`config.mk`:
```
export PLATFORM = sky130hd
export DESIGN_NAME = crc16_engine
export DESIGN_NICKNAME = d
export VERILOG_FILES = /design/src/rtl/crc16_pkg.sv /design/src/rtl/crc16_bitcore.sv /design/src/rtl/crc16_txser.sv /design/src/rtl/crc16_engine.sv
export SDC_FILE = /design/constraint.sdc
export NUM_CORES = 1
export LEC_CHECK = 0
export ABC_AREA = 1
export BUFFER_PORTS_ARGS = -buffer_cell sky130_fd_sc_hd__buf_2
export CAP_MARGIN = 30
export CORE_AREA = 2 2 64 60
export DETAILED_ROUTE_END_ITERATION = 8
export DIE_AREA = 0 0 66 62
export PLACE_DENSITY = 0.91
export REMOVE_ABC_BUFFERS = 1
export SLEW_MARGIN = 15
export SYNTH_ARGS = -nofsm -noshare
export SYNTH_HDL_FRONTEND = slang
export SYNTH_HIERARCHICAL = 1
export SYNTH_SLANG_ARGS = --single-unit
```
`constraint.sdc`:
```
create_clock -name clk -period 3.7 [get_ports clk]
set_clock_uncertainty 0.1 [all_clocks]
set_input_delay 0.37 -clock clk [delete_from_list [all_inputs] [get_ports clk]]
set_output_delay 0.37 -clock clk [all_outputs]
set_load 0.01 [all_outputs]
```
`src/rtl/crc16_pkg.sv`:
```
package crc16_pkg;
    localparam int CRC_W    = 16;
    localparam int BYTE_W   = 8;
    localparam logic [CRC_W-1:0] CRC_POLY   = 16'hA001;
    localparam logic [CRC_W-1:0] CRC_PRESET = 16'hFFFF;

    typedef struct packed {
        logic [BYTE_W-1:0] hi;
        logic [BYTE_W-1:0] lo;
    } crc_pair_t;

    typedef enum logic [1:0] {
        TX_IDLE = 2'd0,
        TX_LO   = 2'd1,
        TX_HI   = 2'd2
    } tx_state_t;

    function automatic logic [CRC_W-1:0] crc_step(input logic [CRC_W-1:0] c);
        logic [CRC_W-1:0] sh;
        sh = {1'b0, c[CRC_W-1:1]};
        return c[0] ? (sh ^ CRC_POLY) : sh;
    endfunction
endpackage

```
`src/rtl/crc16_bitcore.sv`:
```
module crc16_bitcore
    import crc16_pkg::*;
#(
    parameter int DATA_W = BYTE_W
) (
    input  logic              clk,
    input  logic              rst,
    input  logic              clear,
    input  logic              load,
    input  logic [DATA_W-1:0] data,
    output logic [CRC_W-1:0]  crc,
    output logic              busy
);
    localparam int CNT_W = (DATA_W > 1) ? $clog2(DATA_W) : 1;
    localparam logic [CNT_W-1:0] LAST = CNT_W'(DATA_W - 1);

    logic [CNT_W-1:0] step_q;

    always_ff @(posedge clk) begin
        if (rst || clear) begin
            crc    <= CRC_PRESET;
            busy   <= 1'b0;
            step_q <= '0;
        end else if (busy) begin
            crc <= crc_step(crc);
            if (step_q == LAST) begin
                busy   <= 1'b0;
                step_q <= '0;
            end else begin
                step_q <= step_q + 1'b1;
            end
        end else if (load) begin
            crc    <= crc ^ CRC_W'(data);
            busy   <= 1'b1;
            step_q <= '0;
        end
    end
endmodule

```
`src/rtl/crc16_txser.sv`:
```
module crc16_txser
    import crc16_pkg::*;
(
    input  logic              clk,
    input  logic              rst,
    input  logic              clear,
    input  logic              start,
    input  logic [CRC_W-1:0]  crc_in,
    output logic              idle,
    output logic              tx_valid,
    output logic [BYTE_W-1:0] tx_data,
    input  logic              tx_ready
);
    tx_state_t state_q;
    crc_pair_t hold_q;

    always_ff @(posedge clk) begin
        if (rst || clear) begin
            state_q <= TX_IDLE;
            hold_q  <= '0;
        end else begin
            unique case (state_q)
                TX_IDLE: if (start) begin
                    hold_q  <= crc_pair_t'(crc_in);
                    state_q <= TX_LO;
                end
                TX_LO:   if (tx_ready) state_q <= TX_HI;
                TX_HI:   if (tx_ready) state_q <= TX_IDLE;
                default: state_q <= TX_IDLE;
            endcase
        end
    end

    always_comb begin
        idle     = (state_q == TX_IDLE);
        tx_valid = !idle;
        tx_data  = (state_q == TX_HI) ? hold_q.hi : hold_q.lo;
    end
endmodule

```
`src/rtl/crc16_engine.sv`:
```
module crc16_engine
    import crc16_pkg::*;
(
    input  logic              clk,
    input  logic              rst,
    input  logic              clear_i,
    input  logic              in_valid_i,
    input  logic [BYTE_W-1:0] in_data_i,
    output logic              in_ready_o,
    output logic [CRC_W-1:0]  crc_o,
    input  logic              finish_i,
    output logic              tx_valid_o,
    output logic [BYTE_W-1:0] tx_data_o,
    input  logic              tx_ready_i
);
    logic busy, ser_idle, load, start;

    assign in_ready_o = !busy;
    assign load       = in_valid_i && !busy;
    assign start      = finish_i && !busy && ser_idle;

    crc16_bitcore #(.DATA_W(BYTE_W)) u_core (
        .clk(clk), .rst(rst), .clear(clear_i), .load(load),
        .data(in_data_i), .crc(crc_o), .busy(busy)
    );

    crc16_txser u_ser (
        .clk(clk), .rst(rst), .clear(clear_i), .start(start),
        .crc_in(crc_o), .idle(ser_idle), .tx_valid(tx_valid_o),
        .tx_data(tx_data_o), .tx_ready(tx_ready_i)
    );
endmodule

```
==> results.toml <==
[timing]
tightest_slew_ns = 0.856
finalCriticalPeriod_ns = 2.29
fmax_mhz = 436
slew_violations = 0
finalSetupViolCount = 0
final-hold-violation-count = 0
relSlewSlack_pct = 42.9
period_share_pct = 62.0
fin_ws_ns = 1.41
rsz0062_at_grt = "no"
setup_tns_ns = 0

[logic_synthesis]
synthAdderAreaFrac_pct = 1.33
synth-seq-cells = 38
ys_seq_area_share_pct = 40.4
ys_types = 22
synth-xor-area-share_pct = 2.79
syn_area_per_cell_um2 = 7.00
synth_compound_area_share_pct = 8.98
yosys_warnings = 6
synthTopCellsByArea = "dfxtp_1 (40%), nand2_1 (16%), nand3_1 (11%), a21oi_1 (6.1%), inv_1 (5.8%)"
synth_area_um2 = 1880
synth_top_family_by_area = "simple AND/OR/NAND/NOR gates"
synth_top_cell_by_area = "dfxtp_1"
yosys.area_share.simple_pct = 34.5
synth_top_area_share_pct = 40.4
synthMuxAreaShare_pct = 0
postSynthCellCount = 269

[cells_and_area]
design_area_um2 = 2150
nets = 319
stdcell_count = 350
syn2layout_area_growth_pct = 14.2
drive_above_1_share_pct = 19.7
mostFrequentLayoutCells = "nand2_1 (80), nand3_1 (40), buf_2 (39)"
fillers = 333
layout_commonest_cell = "nand2_1"
n_antenna_cell = 0

[die]
coreArea_um2 = 3520
fp-row-count = 21
die_h_um = 62
io-pin-count = 40
start_util_pct = 53.4
die_x_um = 66
dieArea_um2 = 4090

[clocking]
clkSlewWorstSetupHoldPaths_ns = 0.08
worst_skew_pair.late_latency_ns = 0.30
cts_resized = 0
post-cts-setup-buffers = 0
htree_num_levels = 2
cts_sinks = 38
cts_tree = "built"
cts_hold_buffers = 0
cts_made_buffers = 5
cts_root_buf = "clkbuf_8"
cts.path.max_buffers = 2

[setup_path]
cp_slowest_stage_delay_ns = 0.57
setup.worst_path.end_class = "flip-flop"
cp_cell_sequence = "nor2_4, nand2_1, nor2_2, buf_8, nand3_1, nand2_1, nor2_1"
cp.arrival_ns = 2.38
crit_top_cell = "nand2_1"
critPathRequiredTime_ns = 3.79
path_buf_inv = 1
critPathKind = "flip-flop to flip-flop"
critical_path.top_delay_family = "simple AND/OR/NAND/NOR gates"
slowest_stage = "nor2_4"
crit_path_start_kind = "flip-flop"
path_max_fanout = 35

[job]
maxCapViolations = 0

[placed_design]
place_ws_ns = 1.41
port_buffers = 39
place_inst = 342
routabilityCongestion = 0.748
post_dp_cell_area_um2 = 2040
hpwlAfterDp_um = 2690

[routing]
wl_met1_um = 1910
wl_um = 3880
wl_per_cell_um = 11.1
vias = 1710
drtPass1Iterations = 4
met3_wirelength_um = 254
drc = 0
drt_iter0_drc = 90
highest_layer = "met4"
met2_length_um = 1680
drt-vias-per-instance = 4.89
ant_nets = 0

[global_route]
grt_max_degree = 36
grt_util_all_layers_pct = 20.5
grt-ovfl-total = 0
grt_pass1_vias = 1416
antenna_found_initial = 0
grt_pass1_wl_um = 6420

[hold_path]
hold_class = "primary input to flip-flop"

[pwr]
ir_drop_mv = 0.286
total_leakage_power_nw = 1.11
powerDensity_nw_per_um2 = 427

[status]
status = "finished clean"
==> worst register-to-register path: stages (launching register included) <==
cell and delay (ns):
dfxtp_1 0.43, nor2_4 0.57, nand2_1 0.15, nor2_2 0.48, buf_8 0.24, nand3_1 0.09, nand2_1 0.09, nor2_1 0.04
==> synthesized netlist by cell type (all sizes together) <==
library cell / count
ha: 2
nand3: 40
o211ai: 2
inv: 30
o21a: 1
xor2: 6
nand2: 82
nor3b: 1
buf: 13
a21oi: 25
o21ai: 2
dfxtp: 38
nor2: 27
==> registers in the layout (all words and copies together), names as in the netlist <==
register	cells
u_ser/hold_q	16
u_core/step_q	3
u_core/crc	16
u_ser/state_q	2
u_core/busy	1
==> final timing paths <==
path,slack (ns),start,cells past startpoint,endpoint
max,1.41,u_ser/state_q[1],7,u_ser/hold_q[10]
max reg2reg,1.41,u_ser/state_q[1],7,u_ser/hold_q[10]
min reg2reg,0.37,u_core/step_q[2],2,u_core/step_q[2]
min,0.24,in_data_i[3],4,u_core/crc[3]
==> final cells by class <==
type | count | area, um^2 | share of cell area (%)
tap | 46 | 57.6 | 2.68
clock inverter | 3 | 40.0 | 1.86
inverter | 30 | 113 | 5.24
multi-input combinational | 188 | 898 | 41.8
sequential | 38 | 761 | 35.4
timing repair buffer | 40 | 210 | 9.78
clock buffer | 5 | 68.8 | 3.20
==> stage by stage <==
stage	power [mW]	hold WS (ns)	utilization [%]
2_1_floorplan	0.536	0.343	-
4_1_cts	0.922	0.239	61.0
6_report	0.916	0.244	61.0
5_1_grt	0.959	0.253	61.0
3_5_place_dp	0.581	0.366	57.9
3_3_place_gp	0.574	0.359	57.5
==> metal layers <==
metal	GRT usage, %	vias up
met3	6.13	5
met5	0	-
met4	7.00	0
met2	30.0	50
met1	29.2	742
li1	-	913
==> logic make-up after synthesis <==
logic type / after synthesis
AO/OA/AOI/OAI: 30
XOR/XNOR: 6
buffers and inverters: 43
flip-flops: 38
AND/OR/NAND/NOR: 150
adder cells (fa/ha/maj): 2
==> report_power, final <==
group,leakage [nW],switching [mW],total [mW],internal (mW)
Clock,0.0579,0.146,0.345,0.198
Combinational,0.741,0.0747,0.124,0.0491
Sequential,0.311,0.0207,0.448,0.427
Note: power is estimated with default switching activity, not from simulation.
